File: config.mk
export PLATFORM = sky130hd
export DESIGN_NAME = padattr_regfile
export DESIGN_NICKNAME = d
export VERILOG_FILES = /design/src/rtl/padattr_pkg.sv /design/src/rtl/padattr_ctrl.sv /design/src/rtl/padattr_dp.sv /design/src/rtl/padattr_regfile.sv
export SDC_FILE = /design/constraint.sdc
export NUM_CORES = 1
export LEC_CHECK = 0
export BUFFER_PORTS_ARGS = -buffer_cell sky130_fd_sc_hd__buf_2
export CORE_MARGIN = 1
export CORE_UTILIZATION = 46
export CTS_CLUSTER_SIZE = 20
export DETAILED_ROUTE_END_ITERATION = 16
export PLACE_DENSITY = 0.79
export SYNTH_ARGS = -nofsm -noshare
export SYNTH_HDL_FRONTEND = slang
export SYNTH_SLANG_ARGS = --single-unit
export TNS_END_PERCENT = 50
File: constraint.sdc
create_clock -name clk_i -period 2 [get_ports clk_i]
set_clock_uncertainty 0.15 [all_clocks]
set_input_delay 0.2 -clock clk_i [delete_from_list [all_inputs] [get_ports clk_i]]
set_output_delay 0.2 -clock clk_i [all_outputs]
set_load 0.02 [all_outputs]
File: src/rtl/padattr_pkg.sv
package padattr_pkg;
  localparam int BusAddrW = 8;
  localparam int BusDataW = 32;
  localparam int AttrW    = 10;
  localparam int PerReg   = 3;

  typedef struct packed {
    logic                wrCfg;
    logic                rdReq;
    logic                selLock;
    logic                selDed;
    logic                selMux;
    logic [BusAddrW-1:0] regIdx;
  } strobe_t;
endpackage

File: src/rtl/padattr_ctrl.sv
module padattr_ctrl
  import padattr_pkg::*;
#(
  parameter int DedRegs = 2,
  parameter int MuxRegs = 6
) (
  input  logic                clk_i,
  input  logic                rst_ni,
  input  logic                req_i,
  input  logic                we_i,
  input  logic [BusAddrW-1:0] addr_i,
  input  logic                wbit0_i,
  output logic                lockQ,
  output strobe_t             stb
);
  localparam logic [BusAddrW-1:0] DedLast = BusAddrW'(DedRegs);
  localparam logic [BusAddrW-1:0] MuxLast = BusAddrW'(DedRegs + MuxRegs);

  logic selLock, selDed, selMux, lockWr;

  always_comb begin
    selLock = (addr_i == '0);
    selDed  = (addr_i >= BusAddrW'(1)) && (addr_i <= DedLast);
    selMux  = (addr_i > DedLast) && (addr_i <= MuxLast);
    lockWr  = req_i && we_i && selLock;

    stb.selLock = selLock;
    stb.selDed  = selDed;
    stb.selMux  = selMux;
    stb.rdReq   = req_i && !we_i;
    stb.wrCfg   = req_i && we_i && lockQ && (selDed || selMux);
    if (selDed)      stb.regIdx = addr_i - BusAddrW'(1);
    else if (selMux) stb.regIdx = addr_i - DedLast - BusAddrW'(1);
    else             stb.regIdx = '0;
  end

  // the lock can only be cleared; reset alone sets it again
  always_ff @(posedge clk_i or negedge rst_ni) begin
    if (!rst_ni)                lockQ <= 1'b1;
    else if (lockWr && !wbit0_i) lockQ <= 1'b0;
  end

  AST_LOCK_STICKY: assert property (@(posedge clk_i) disable iff (!rst_ni)
    !lockQ |=> !lockQ);
  AST_LOCK_SET_NOP: assert property (@(posedge clk_i) disable iff (!rst_ni)
    (req_i && we_i && addr_i == '0 && wbit0_i) |=> lockQ == $past(lockQ));
endmodule

File: src/rtl/padattr_dp.sv
module padattr_dp
  import padattr_pkg::*;
#(
  parameter int              NumDed    = 4,
  parameter int              NumMux    = 16,
  parameter logic [AttrW-1:0] LegalMask = 10'h0EF
) (
  input  logic                                  clk_i,
  input  logic                                  rst_ni,
  input  strobe_t                               stb,
  input  logic                                  lockQ,
  input  logic [BusDataW-1:0]                   wdata_i,
  output logic [NumDed-1:0][AttrW-1:0]          dedAttr,
  output logic [NumMux-1:0][AttrW-1:0]          muxAttr,
  output logic [BusDataW-1:0]                   rdata_o
);
  localparam int DedRegs = (NumDed + PerReg - 1) / PerReg;
  localparam int MuxRegs = (NumMux + PerReg - 1) / PerReg;

  logic [DedRegs-1:0][BusDataW-1:0] dedWords;
  logic [MuxRegs-1:0][BusDataW-1:0] muxWords;
  logic [BusDataW-1:0]              rdNext;

  for (genvar p = 0; p < NumDed; p++) begin : g_ded
    localparam int RegI = p / PerReg;
    localparam int Slot = p % PerReg;
    always_ff @(posedge clk_i or negedge rst_ni) begin
      if (!rst_ni) dedAttr[p] <= '0;
      else if (stb.wrCfg && stb.selDed && stb.regIdx == BusAddrW'(RegI))
        dedAttr[p] <= wdata_i[Slot*AttrW +: AttrW] & LegalMask;
    end
  end

  for (genvar p = 0; p < NumMux; p++) begin : g_mux
    localparam int RegI = p / PerReg;
    localparam int Slot = p % PerReg;
    always_ff @(posedge clk_i or negedge rst_ni) begin
      if (!rst_ni) muxAttr[p] <= '0;
      else if (stb.wrCfg && stb.selMux && stb.regIdx == BusAddrW'(RegI))
        muxAttr[p] <= wdata_i[Slot*AttrW +: AttrW] & LegalMask;
    end
  end

  // readback is assembled from the very flops that drive the pads
  always_comb begin
    dedWords = '0;
    muxWords = '0;
    for (int p = 0; p < NumDed; p++)
      dedWords[p/PerReg][(p%PerReg)*AttrW +: AttrW] = dedAttr[p];
    for (int p = 0; p < NumMux; p++)
      muxWords[p/PerReg][(p%PerReg)*AttrW +: AttrW] = muxAttr[p];
  end

  always_comb begin
    rdNext = '0;
    if (stb.selLock) rdNext = {{(BusDataW-1){1'b0}}, lockQ};
    for (int r = 0; r < DedRegs; r++)
      if (stb.selDed && stb.regIdx == BusAddrW'(r)) rdNext = dedWords[r];
    for (int r = 0; r < MuxRegs; r++)
      if (stb.selMux && stb.regIdx == BusAddrW'(r)) rdNext = muxWords[r];
  end

  always_ff @(posedge clk_i or negedge rst_ni) begin
    if (!rst_ni)        rdata_o <= '0;
    else if (stb.rdReq) rdata_o <= rdNext;
  end

  AST_FROZEN_WHEN_LOCKED: assert property (@(posedge clk_i) disable iff (!rst_ni)
    !lockQ |=> ($stable(dedAttr) && $stable(muxAttr)));
  AST_UNMAPPED_ZERO: assert property (@(posedge clk_i) disable iff (!rst_ni)
    (stb.rdReq && !stb.selLock && !stb.selDed && !stb.selMux) |=> rdata_o == '0);
  AST_TOP_BITS_ZERO: assert property (@(posedge clk_i) disable iff (!rst_ni)
    rdata_o[BusDataW-1:PerReg*AttrW] == '0);
  AST_LEGAL_ONLY: assert property (@(posedge clk_i) disable iff (!rst_ni)
    ((dedAttr[0] | muxAttr[0]) & ~LegalMask) == '0);
  AST_BASE_BITS_STORED: assert property (@(posedge clk_i) disable iff (!rst_ni)
    (stb.wrCfg && stb.selDed && stb.regIdx == '0)
      |=> dedAttr[0][1:0] == $past(wdata_i[1:0]));
endmodule

File: src/rtl/padattr_regfile.sv
module padattr_regfile
  import padattr_pkg::*;
#(
  parameter int               NumDed      = 4,
  parameter int               NumMux      = 16,
  parameter logic [AttrW-1:0] SupportMask = 10'h0EC
) (
  input  logic                          clk_i,
  input  logic                          rst_ni,
  input  logic                          req_i,
  input  logic                          we_i,
  input  logic [BusAddrW-1:0]           addr_i,
  input  logic [BusDataW-1:0]           wdata_i,
  output logic [BusDataW-1:0]           rdata_o,
  output logic [NumDed-1:0][AttrW-1:0]  ded_attr_o,
  output logic [NumMux-1:0][AttrW-1:0]  mux_attr_o
);
  localparam int DedRegs = (NumDed + PerReg - 1) / PerReg;
  localparam int MuxRegs = (NumMux + PerReg - 1) / PerReg;
  localparam logic [AttrW-1:0] LegalMask = SupportMask | AttrW'(3);

  strobe_t stb;
  logic    lockQ;

  padattr_ctrl #(.DedRegs(DedRegs), .MuxRegs(MuxRegs)) u_ctrl (
    .clk_i(clk_i), .rst_ni(rst_ni), .req_i(req_i), .we_i(we_i),
    .addr_i(addr_i), .wbit0_i(wdata_i[0]), .lockQ(lockQ), .stb(stb)
  );

  padattr_dp #(.NumDed(NumDed), .NumMux(NumMux), .LegalMask(LegalMask)) u_dp (
    .clk_i(clk_i), .rst_ni(rst_ni), .stb(stb), .lockQ(lockQ),
    .wdata_i(wdata_i), .dedAttr(ded_attr_o), .muxAttr(mux_attr_o),
    .rdata_o(rdata_o)
  );
endmodule

==> results of run 1 <==
-- layout make-up --
type                            instances  area share [%]
Clock inverter                         10            1.26
Sequential cell                       162            35.1
Clock buffer                           22            4.28
Tap cell                              225            2.44
Multi-Input combinational cell        482            36.1
Inverter                                6           0.227
Timing Repair Buffer                  320            20.6
-- flip-flops by register name, indices dropped and copies added, names as in the netlist --
register and cells:
u_dp.dedAttr 28, u_dp.muxAttr 112, u_dp.rdata_o 21, u_ctrl.lockQ 1
-- cells by family (layout without fill, tap and decap cells) --
logic type,count (synthesis),in the layout,synth area share (%)
flops,162,162,48.9
mux,158,158,21.7
simple gates,129,130,7.67
buf+inv,121,358,9.50
compound gates,117,117,11.4
fa+ha+maj,4,4,0.603
xor+xnor,2,2,0.211
other cells,1,71,0.0452
-- synthesized netlist by cell type, drive strengths merged (3+ instances only) --
| cell | n |
|---|---|
| o22ai | 4 |
| a31o | 4 |
| nand2b | 3 |
| nor3 | 6 |
| a222oi | 14 |
| clkbuf | 15 |
| o21ai | 9 |
| mux2 | 155 |
| ha | 4 |
| a211oi | 4 |
| nor2 | 31 |
| nand2 | 40 |
| a21oi | 15 |
| buf | 100 |
| a31oi | 16 |
| mux2i | 3 |
| nor4b | 4 |
| or2 | 5 |
| nand3 | 22 |
| a221o | 4 |
| dfrtp | 161 |
| o21a | 6 |
| a311oi | 3 |
| inv | 6 |
| or3 | 3 |
| o31a | 16 |
| a311o | 3 |
| a2bb2oi | 3 |
-- through the flow --
step                std cells  cell area, µm²  total power (W)  hold WS, ns  utilization, %
floorplan                 764            8640          0.00388       -0.246               -
global placement         1151            9900          0.00409       0.0425            56.7
detailed placement       1151            9900          0.00410       0.0374            56.7
CTS                      1222           11300          0.00763      0.00532            64.5
global route             1227           11600          0.00784       0.0321            66.1
finish                   1227           11600          0.00763       0.0370            66.1
-- power by group through the flow --
stage / logic [W] / registers [W] / clock network [W]
after global placement: 0.000683 / 0.00341 / 0
after floorplan: 0.000418 / 0.00346 / 0
after detailed placement: 0.000689 / 0.00341 / 0
after global routing: 0.000843 / 0.00336 / 0.00364
after CTS: 0.000763 / 0.00335 / 0.00351
final: 0.000782 / 0.00335 / 0.00350
-- how the worst min path moves through the flow --
stage | to | slack, ns | cells past startpoint
global route | u_dp.muxAttr[95] | 0.03 | 2
finish | u_dp.muxAttr[35] | 0.04 | 2
CTS | u_dp.muxAttr[95] | 0.005 | 2
floorplan | u_dp.dedAttr[0] | -0.25 | 0
global placement | u_dp.muxAttr[83] | 0.04 | 1
detailed placement | u_dp.muxAttr[113] | 0.04 | 1
-- layer usage --
metal  share of wire, %  routed length, µm  vias to the layer above  track usage [%]
met4                2.8                771                        0             12.3
met2                 49              13500                      393             46.6
met3                7.5               2050                       58             7.98
met5                  0                  0                        -                0
met1                 40              11000                     3470             35.9
li1                   -                  -                     2994                -
-- worst max-delay path: stages --
cell,delay (ns)
sky130_fd_sc_hd__buf_6,0.09
sky130_fd_sc_hd__or4_4,0.53
sky130_fd_sc_hd__a211o_1,0.27
sky130_fd_sc_hd__or3b_4,0.44
sky130_fd_sc_hd__a211oi_4,0.27
sky130_fd_sc_hd__and2_4,0.26
sky130_fd_sc_hd__clkbuf_16,0.19
sky130_fd_sc_hd__mux2_4,0.30
-- timing repair --
item                                    in CTS  in global routing
pin swaps                                   28                 14
buffers inserted                            16                  2
endpoints found under the setup margin     161                161
cloned                                       3                  3
gates resized for setup                     85                 45
hold buffers                                21                  0
hold endpoints to repair                   210                  0
==> metrics list, run 1 <==
* Result of the run: complete, but fails checks
- Violated checks: setup timing
- Measured in cells, the most critical reg-to-reg path has a length of 6.
- Seq. cell area: 0.00406 mm²
- Fraction of synthesis flops using an asynchronous set or reset pin: 100%
* Data required time at the worst endpoint: 2.16 ns
* Setup repair after global routing missed its margin: yes
- Clock latency on the worst-skew pair, taken at its later pin, is 0.43 ns.
- Instance count of the mapped netlist: 694
* CP Max Fanout: 7
- Top Ports: 276
* Cell types with the largest area share after synthesis: sky130_fd_sc_hd__dfrtp_1 (49%), sky130_fd_sc_hd__mux2_2 (19%), sky130_fd_sc_hd__buf_4 (6.9%)
- After floorplanning, the core was divided into 48 placement rows.
- Unique masters post-synth: 69
* Final count of pins violating max slew: 0
- Timing analysis after detailed placement gives a worst setup slack of -0.990 ns.
* Most frequent standard cell in the layout excluding fill and tap cells: sky130_fd_sc_hd__buf_2
- Clock-pin slew was measured on the worst setup and hold paths at 0.07 ns.
- Average wire per standard cell: 22.3 µm
* Starting DRC count in detailed routing: 477
* Starting density of the core: 47.5%
- Most used flip-flop cell after synthesis: sky130_fd_sc_hd__dfrtp_1
* Sequential fraction of design power: 43.9%
- The number of antenna violations at the first check in global routing was 0.
* Clock network fraction of design power: 45.8%
- Routed vias/inst: 5.64
- Count of filler cells inserted in the layout: 1,298
* CTS tree: done
* Critical Setup Path Class: in -> reg
- Leakage power total: 5.96 nW
- Number of flip-flops and latches in the synthesized netlist: 162
- The repair_antennas step left the layout with diodes totalling 0.
- Before antenna repair, the detailed router went through 6 iterations.
- Data on the critical path arrives at its endpoint at 2.57 ns.
- Maximum operating frequency: 415 MHz
* Detailed placer's ending HPWL: 17,200 µm
- Once routing completed, OpenROAD measured the worst setup slack at -0.408 ns.
* Clock Root Buffer: sky130_fd_sc_hd__clkbuf_16
- Entering global routing, the biggest net connects 53 pins.
- In this run the deepest clock path goes through 2 buffers.
* Number of max-cap violations: 0
- Post-route setup TNS: -38.98 ns
* Top cell type's share of synthesized area: 48.5%
- Syn Std Cell Area: 0.00830 mm²
- Highest ir drop seen on vdd: 0.613 mV
- Post-route antenna net violation count: 0
- Final GP Congestion: 0.889
- In this run the most critical hold path is launched from wdata_i[5].
- After detailed routing, the number of remaining DRC violations is 0.
* Layout net count: 1,037
* Number of setup violations in the final report: 160
- Wires add up to 27,300 µm.
* Cell area power density: 660 mW/mm²
* Worst setup slack for register-to-register paths: -0.14 ns
* Count of vias placed by the detailed router: 6,915
* Vias in the first global route: 6,788
* Number of buffers added on ports: 193
* H-tree levels: 4
* Number of enable-type register cells in the synthesized netlist: 0
* Area of the die: 0.0186 mm²
* Type of the worst min-delay path: in -> reg
* Final period demand of the worst path: 2.41 ns
- Destination of the critical timing path: u_dp.muxAttr[55]
* Clock buffers created by TritonCTS: 17
- P_sw: 0.00189 W
- Net switching is 24.8% of the power.
- The floorplan step defined a core boundary enclosing 0.0175 mm².
- The multi-input combinational cells in the finished layout cover a total of 0.00418 mm².
- Final hold violation count: 0
- Compared with the post-synthesis result, the final layout area differs by 39.2%.
* Horizontal die dimension: 136 µm
* Total congestion overflow: 0
- GRT Overall Usage: 28.8%
- Dividing the synthesized area by the synthesized cell count gives 12.0 µm².
- Overall die height: 136 µm
- The library cells used most frequently in the layout, excluding fill and tap cells, are sky130_fd_sc_hd__buf_2 (189), sky130_fd_sc_hd__dfrtp_1 (161), sky130_fd_sc_hd__mux2_2 (102), sky130_fd_sc_hd__conb_1 (71), sky130_fd_sc_hd__buf_4 (66).
* Worst slew margin relative to its limit: 54.6%
- Actual transition at the worst max-transition pin: 0.678 ns
- In this run the critical register-to-register path is launched from u_ctrl.lockQ.
* Clock sink count: 162
* Yosys warning total: 0
- Relative contribution of combinational cells to total power: 10.3%
- End of the worst register-to-register path: u_dp.muxAttr[0]
- The worst setup path is launched from an input pin.
- Post-route clock period utilization: 120%
* Share of layout cells above drive strength 1: 53.8%
- Int Pwr: 0.00573 W
- The synthesized design spends more area on one cell type than any other, namely sky130_fd_sc_hd__dfrtp_1.
- Seq/Total Area, Yosys: 48.9%
- First-pass GRT wire length: 39,400 µm
- Type of destination of the critical path: flop
* Worst setup path startpoint: addr_i[7]
Note: power is estimated with default switching activity, not from simulation.
==> run 2, diff against run 1 <==
--- a/config.mk
+++ b/config.mk
@@ -10,6 +10,7 @@
 export CORE_UTILIZATION = 46
 export CTS_CLUSTER_SIZE = 20
 export DETAILED_ROUTE_END_ITERATION = 16
+export HOLD_SLACK_MARGIN = 0.05
 export PLACE_DENSITY = 0.79
 export SYNTH_ARGS = -nofsm -noshare
 export SYNTH_HDL_FRONTEND = slang
==> run 2 against run 1 <==
  * The run still ends with setup timing left
  * Final cell count rose by 0.24%
  * Non-clock buffer count increased by 3
  * Via count is 1.1% higher
  * Combinational power increased by 0.6%
  * Setup slack gained 0.0082 ns
  * First-iteration DRC count down 1.0%
  * Sequential share of layout area down 0.091 points
  * Cell area is 0.26% higher
  * Wire length is 0.15% higher
  * Critical path depth unchanged
  * Global-route usage about the same
  * Sequential power hardly changed
  * Critical path type unchanged
  * Largest cell class unchanged
==> metrics list, run 2 (same netlist as run 1, synthesis figures left out) <==
- The final layout contains 1,040 nets.
- Biggest regs: u_dp.muxAttr: 112 flops, u_dp.dedAttr: 28 flops, u_dp.rdata_o: 21 flops
- Entering global routing, the biggest net connects 53 pins.
- For this run, the share of the core covered by cells in the final layout is 66.3%.
- Met2 WL post-DR: 13,400 µm
- The tightest min-delay check is of the in -> reg type.
* Cell area power density: 659 mW/mm²
* Result of the run: complete, but fails checks
- Most used cells in the layout excluding fill and tap cells: sky130_fd_sc_hd__buf_2 (189), sky130_fd_sc_hd__dfrtp_1 (161), sky130_fd_sc_hd__mux2_2 (102), sky130_fd_sc_hd__conb_1 (71), sky130_fd_sc_hd__buf_4 (66)
- Of the total power, the clock network draws 45.8%.
- The tree is rooted in a sky130_fd_sc_hd__clkbuf_16.
- The library cell used most frequently in the layout, excluding fill and tap cells, is sky130_fd_sc_hd__buf_2.
- The routed design has 27,400 µm of wire.
- Derived from the worst setup path, the maximum achievable clock frequency is 417 MHz.
- Across all hold checks on the routed design, the worst slack comes to 0.0889 ns.
- The final reports fail on setup timing.
- Horizontal die dimension: 136 µm
- The detailed router finished its first iteration with 472 violations.
- Detailed placer's ending HPWL: 17,200 µm
- After layout, the worst path uses 120% of the clock period.
- Maximum buffer depth of the clock tree: 2
- Reg with most FFs: u_dp.muxAttr
* P_sw: 0.00189 W
- Setup repair after global routing missed its margin: yes
* Skew-Pair Late Insertion Delay: 0.44 ns
- In the final routed layout, each cell accounts on average for 22.2 µm.
- The worst setup path is launched from an input pin.
- The number of clock buffers added by TritonCTS is 17.
- Number of antenna repair diodes: 0
* Core Box Area: 0.0175 mm²
- The critical path goes through buf_6 > or4_4 > a211o_1 > or3b_4 > a211oi_4 > and2_4 > clkbuf_16 > mux2_4.
- # rows: 48
- Clock-pin slew was measured on the worst setup and hold paths at 0.07 ns.
- For this block, wires on met1 add up to 11,000 µm.
- The total overflow left after global routing is 0.
- Number of setup violations in the final report: 160
* Number of buffers added on ports: 193
- From synthesis to final layout, the design area changed by 39.5%.
* Type of destination of the critical path: flop
- Initial antenna violation count: 0
* GRT Overall Usage: 28.8%
- Top layer in use: met4
- The detailed router placed 6,990 vias in this run.
- The die covers 0.0186 mm².
* Max reg flops: 112
* Total chip power: 0.00763 W
* Actual transition at the worst max-transition pin: 0.695 ns
* Critical Setup Path Class: in -> reg
- Share of layout cells above drive strength 1: 53.6%
- Prior to clock tree synthesis, the placed netlist has a worst setup slack of -0.990 ns.
* Setup slack after layout: -0.400 ns
- The clock drives 162 sinks.
- In the routed design, unresolved DRC markers number 0.
- Data required time at the worst endpoint: 2.17 ns
* Post-route antenna net violation count: 0
* Int Pwr: 0.00574 W
- Measured against its own limit, the worst slew margin works out to 53.4%.
- First-pass GRT wire length: 39,400 µm
* Starting density of the core: 47.5%
- The largest individual stage delay along the critical path comes from the cell sky130_fd_sc_hd__or4_4.
* Crit path arrival time: 2.57 ns
* CP Max Fanout: 7
- Relative contribution of combinational cells to total power: 10.3%
* Top Ports: 276
* Sw Ratio: 24.8%
- H-tree levels: 4
* Vias in the first global route: 6,805
- Final period demand of the worst path: 2.40 ns
- Final GP Congestion: 0.889
* Delay of the slowest cell on the worst path: 0.53 ns
- Of the total power, registers draw 43.9%.
- TritonCTS built the clock tree.
- The number of max-slew violations in the final report was 0.
- Across the VDD grid, the largest voltage drop is 0.615 mV.
* Routed vias/inst: 5.68
- Max-cap violations in this run came to 0.
- The floorplan step set the die height to 136 µm.
- DRT Pass-1 Iters: 6
* Final hold violation count: 0
* Leakage power total: 5.98 nW
- Detail Route met3 WL: 2180 µm
==> run 2: cell count changes in the layout (fill, tap and decap cells not counted) <==
| cell | previous run | this run |
|---|---|---|
| sky130_fd_sc_hd__dlygate4sd3_1 | 21 | 24 |
==> run 2: worst paths after layout <==
check	cells past startpoint	slack (ns)	start	end
worst min register to register	2	0.38	u_dp.rdata_o[1]	u_dp.rdata_o[1]
worst max-delay path	8	-0.40	addr_i[7]	u_dp.muxAttr[55]
max in group asynchronous	3	0.91	rst_ni	u_dp.dedAttr[37]
worst min-delay path	5	0.09	we_i	u_dp.rdata_o[0]
worst max register to register	6	-0.14	u_ctrl.lockQ	u_dp.muxAttr[0]
min in group asynchronous	2	0.16	rst_ni	u_dp.muxAttr[53]
==> run 2: power by group through the flow <==
stage	registers, W	clock network [W]	logic (W)
floorplan	0.00346	0	0.000418
global placement	0.00341	0	0.000683
detailed placement	0.00341	0	0.000689
CTS	0.00335	0.00351	0.000767
global route	0.00336	0.00364	0.000848
finish	0.00335	0.00350	0.000787
==> run 2: what timing repair did <==
item	4_1_cts	5_1_grt
pin swaps	28	14
resized for setup	85	45
hold buffers	24	0
endpoints found under the hold margin	300	0
buffers inserted	16	2
setup endpoints to repair	161	161
gates cloned	3	3
==> run 2: area by class of cell <==
type | count | area, µm²
clock buffer | 22 | 494
tap | 225 | 282
clock inverter | 10 | 145
inverter | 6 | 26.3
fill | 1293 | 5890
sequential | 162 | 4060
timing repair buffer | 323 | 2400
multi-input combinational | 482 | 4180
==> run 2: critical path: cells and delay by family <==
kind,cells,cell delay [ns]
muxes,1,0.30
buffers and inverters,2,0.28
and+or+nand+nor,3,1.22
AOI/OAI and AO/OA,2,0.54
==> run 2: stage by stage <==
| stage | TNS [ns] | instances | cell area (µm²) |
|---|---|---|---|
| 2_1_floorplan | -121.50 | 764 | 8640 |
| 4_1_cts | -32.79 | 1225 | 11300 |
| 5_1_grt | -44.48 | 1230 | 11600 |
| 3_5_place_dp | -139.48 | 1151 | 9900 |
| 3_3_place_gp | -133.50 | 1151 | 9900 |
| 6_report | -38.38 | 1230 | 11600 |
==> run 2: layer usage <==
layer	global-route usage (%)	up-vias
met3	7.94	63
met4	12.3	0
met1	35.9	3508
met5	0	-
met2	46.7	413
li1	-	3006
==> run 3, diff against run 2 <==
--- a/config.mk
+++ b/config.mk
@@ -6,12 +6,13 @@
 export NUM_CORES = 1
 export LEC_CHECK = 0
 export BUFFER_PORTS_ARGS = -buffer_cell sky130_fd_sc_hd__buf_2
+export CAP_MARGIN = 20
 export CORE_MARGIN = 1
 export CORE_UTILIZATION = 46
 export CTS_CLUSTER_SIZE = 20
 export DETAILED_ROUTE_END_ITERATION = 16
 export HOLD_SLACK_MARGIN = 0.05
-export PLACE_DENSITY = 0.79
+export PLACE_DENSITY = 0.77
 export SYNTH_ARGS = -nofsm -noshare
 export SYNTH_HDL_FRONTEND = slang
 export SYNTH_SLANG_ARGS = --single-unit
==> run 3 against run 2 <==
  * The flow still finishes with violations (setup timing)
  * Sequential power about the same
  * Highest routed layer unchanged
  * Die area stayed put
  * Cell area increased by 1.6%
  * Worst hold slack better by 0.053 ns
  * Total power grew 4.6%
  * Combinational power grew 2%
  * Largest power group unchanged
  * Sequential cell count unchanged
  * Wire length grew 1.3%
  * Critical path type unchanged
  * Maximum frequency is 8.0% lower
  * Count of clock-buffer cells in the layout fell by 3
  * Global-route usage decreased by 0.16 points
  * Via count increased by 0.89%
==> metrics list, run 3 (same netlist as run 1, synthesis figures left out) <==
* Sw Ratio: 23.5%
- Data required time at the worst endpoint: 2.16 ns
- Cell area power density: 678 mW/mm²
- After the last flow step, the layout net total stands at 1,044.
- Startpoint of the worst register-to-register path: u_ctrl.lockQ
- The worst setup path is of the in -> reg kind.
- Setup violations remaining at the end of the flow were counted as 143.
* Clock Root Buffer: sky130_fd_sc_hd__clkbuf_16
- The final reports fail on setup timing.
- Dividing the final minimum period by the clock period gives 130%.
* Total chip power: 0.00798 W
* Sequential fraction of design power: 42.0%
- GRT Overall Usage: 28.6%
- In this run, the clock network consumes 48.0% of the power.
* Relative contribution of combinational cells to total power: 10.1%
- In this run the worst path has a maximum fanout of 6.
- Cells with a size suffix above 1 make up 53.6% of the layout.
- Start point of the worst hold path: req_i
- Worst setup path startpoint: addr_i[1]
- Number of buffers added on ports: 193
* Post-Place Cell Area: 0.00989 mm²
- The die covers 0.0186 mm².
* DRT Pass-1 Iters: 5
- Final GP Congestion: 0.865
- The floorplan has 48 rows.
- Routed WL: 27,700 µm
- The tree built by TritonCTS fans out to 162 sinks.
* Number of max-cap violations: 0
* Leakage power total: 6.05 nW
* Skew-Pair Late Insertion Delay: 0.43 ns
* Starting density of the core: 47.5%
- STA classifies the critical path endpoint as a flop.
- Final hold violation count: 0
* Core Box Area: 0.0175 mm²
- Setup repair after global routing could not meet its margin everywhere.
* Top Ports: 276
- Number of antenna repair diodes: 0
- Maximum operating frequency: 383 MHz
- Counting I/O delays and the setup requirement, the final critical path takes 2.61 ns.
- From synthesis to final layout, the design area changed by 41.8%.
- Entering global routing, the biggest net connects 63 pins.
* Total congestion overflow: 0
- On the worst path, the slowest cell contributes a delay of 0.33 ns.
- Max reg flops: 112
- Highest ir drop seen on vdd: 0.664 mV
* Vias in the first global route: 6,679
- Routed vias/inst: 5.71
- Residual DRC: 0
- Final count of pins violating max slew: 0
* Crit path arrival time: 2.76 ns
- The first global-routing pass estimated 39,300 µm of wire.
- Starting DRC count in detailed routing: 619
- Traced cell by cell, the critical path runs through buf_8 > inv_8 > buf_6 > ha_4 > or3_4 > a221o_1 > nor3_2 > buf_4 > o211ai_1 > nor2_2 > buf_6 > buf_12 > mux2_4.
- H-tree levels: 4
* Maximum buffer depth of the clock tree: 2
- Final instance area: 0.0118 mm²
* Post-route antenna net violation count: 0
- Most frequent standard cell in the layout excluding fill and tap cells: sky130_fd_sc_hd__buf_2
- The worst hold path belongs to the class in -> reg.
* Category of the worst setup path launch point: input pin
- Clock-pin slew was measured on the worst setup and hold paths at 0.06 ns.
* Reg with most FFs: u_dp.muxAttr
- Counting stages on the worst path, the most repeated cell is sky130_fd_sc_hd__buf_6.
- TritonCTS built the clock tree.
- Critical Path Slowest Stage Cell: sky130_fd_sc_hd__or3_4
* Overall die height: 136 µm
- For this design the total switching power over the nets is 0.00188 W.
- Horizontal die dimension: 136 µm
* Int Pwr: 0.00611 W
* Count of vias placed by the detailed router: 7,052
- After detailed routing, the average wire length per cell comes to 22.5 µm.
* Detailed placer's ending HPWL: 17,100 µm
* Most used cells in the layout excluding fill and tap cells: sky130_fd_sc_hd__buf_2 (188), sky130_fd_sc_hd__dfrtp_1 (161), sky130_fd_sc_hd__mux2_2 (93), sky130_fd_sc_hd__conb_1 (71), sky130_fd_sc_hd__buf_4 (67)
- The number of clock buffers added by TritonCTS is 17.
- Setup slack on the critical path of the routed design comes to -0.609 ns.
- Biggest regs: u_dp.muxAttr: 112 flops, u_dp.dedAttr: 28 flops, u_dp.rdata_o: 21 flops
- At the pin with the least slew margin, the transition time is 0.621 ns.
- Post-route setup TNS: -58.94 ns
- Initial antenna violation count: 0
- Worst slew margin relative to its limit: 58.6%
- The run finished, with violations left.
run 3: cell count changes in the layout (fill, tap and decap cells not counted), moves of 3 or more:
| cell | previous run | this run |
|---|---|---|
| sky130_fd_sc_hd__mux2_4 | 53 | 62 |
| sky130_fd_sc_hd__o21ai_0 | 3 | 6 |
| sky130_fd_sc_hd__buf_12 | 15 | 18 |
| sky130_fd_sc_hd__bufinv_16 | 3 | 7 |
| sky130_fd_sc_hd__mux2_2 | 102 | 93 |
| sky130_fd_sc_hd__a31o_4 | 3 | 0 |
| sky130_fd_sc_hd__o21ai_1 | 5 | 2 |
| sky130_fd_sc_hd__clkbuf_8 | 5 | 1 |
run 3: power by group through the flow:
stage	sequential (W)	combinational, W	clock [W]
floorplan	0.00346	0.000418	0
global placement	0.00341	0.000685	0
detailed placement	0.00341	0.000690	0
CTS	0.00335	0.000764	0.00386
global route	0.00335	0.000864	0.00400
finish	0.00335	0.000804	0.00383
run 3: routing by layer:
metal / track usage, % / vias up / routed length, µm
li1: - / 3018 / -
met1: 37.8 / 3520 / 11000
met3: 6.38 / 71 / 2350
met2: 45.4 / 443 / 13500
met5: 0 / - / 0
met4: 11.7 / 0 / 899
run 3: timing repair:
action                                  4_1_cts  5_1_grt
buffers inserted                             19       10
resized for setup                            80       58
endpoints found under the hold margin       232        0
pin swaps                                    19       15
endpoints found under the setup margin      161      161
hold buffers                                 24        0
gates cloned                                  6        4
run 3: worst paths after layout:
check / endpoint / slack (ns) / cells past startpoint
max in group asynchronous: u_dp.muxAttr[63] / 0.87 / 3
setup reg to reg: u_dp.muxAttr[26] / -0.30 / 7
hold / removal: u_dp.rdata_o[0] / 0.14 / 5
min in group asynchronous: u_dp.muxAttr[116] / 0.18 / 2
hold reg to reg: u_dp.rdata_o[1] / 0.38 / 2
setup / recovery: u_dp.muxAttr[26] / -0.61 / 13
run 3: layout make-up:
cell class | count | area [µm²]
Multi-Input combinational cell | 482 | 4200
Clock buffer | 19 | 443
Clock inverter | 13 | 254
Fill cell | 1230 | 5710
Tap cell | 225 | 282
Timing Repair Buffer | 327 | 2500
Sequential cell | 162 | 4060
Inverter | 6 | 33.8
run 3: critical path, delay by kind of cell:
kind	cells	cell delay, ns
compound gates	2	0.43
fa+ha+maj	1	0.23
buf+inv	6	0.73
mux	1	0.30
simple gates	3	0.85
run 3: metrics by stage:
stage / setup slack [ns] / util, % / std cells / hold WS, ns
after floorplan: -0.891 / - / 764 / -0.246
after global placement: -0.870 / 56.6 / 1146 / 0.0852
after detailed placement: -0.917 / 56.6 / 1146 / 0.0867
after CTS: -0.414 / 65.2 / 1225 / 0.104
after global routing: -0.691 / 67.3 / 1234 / 0.145
final: -0.609 / 67.3 / 1234 / 0.142
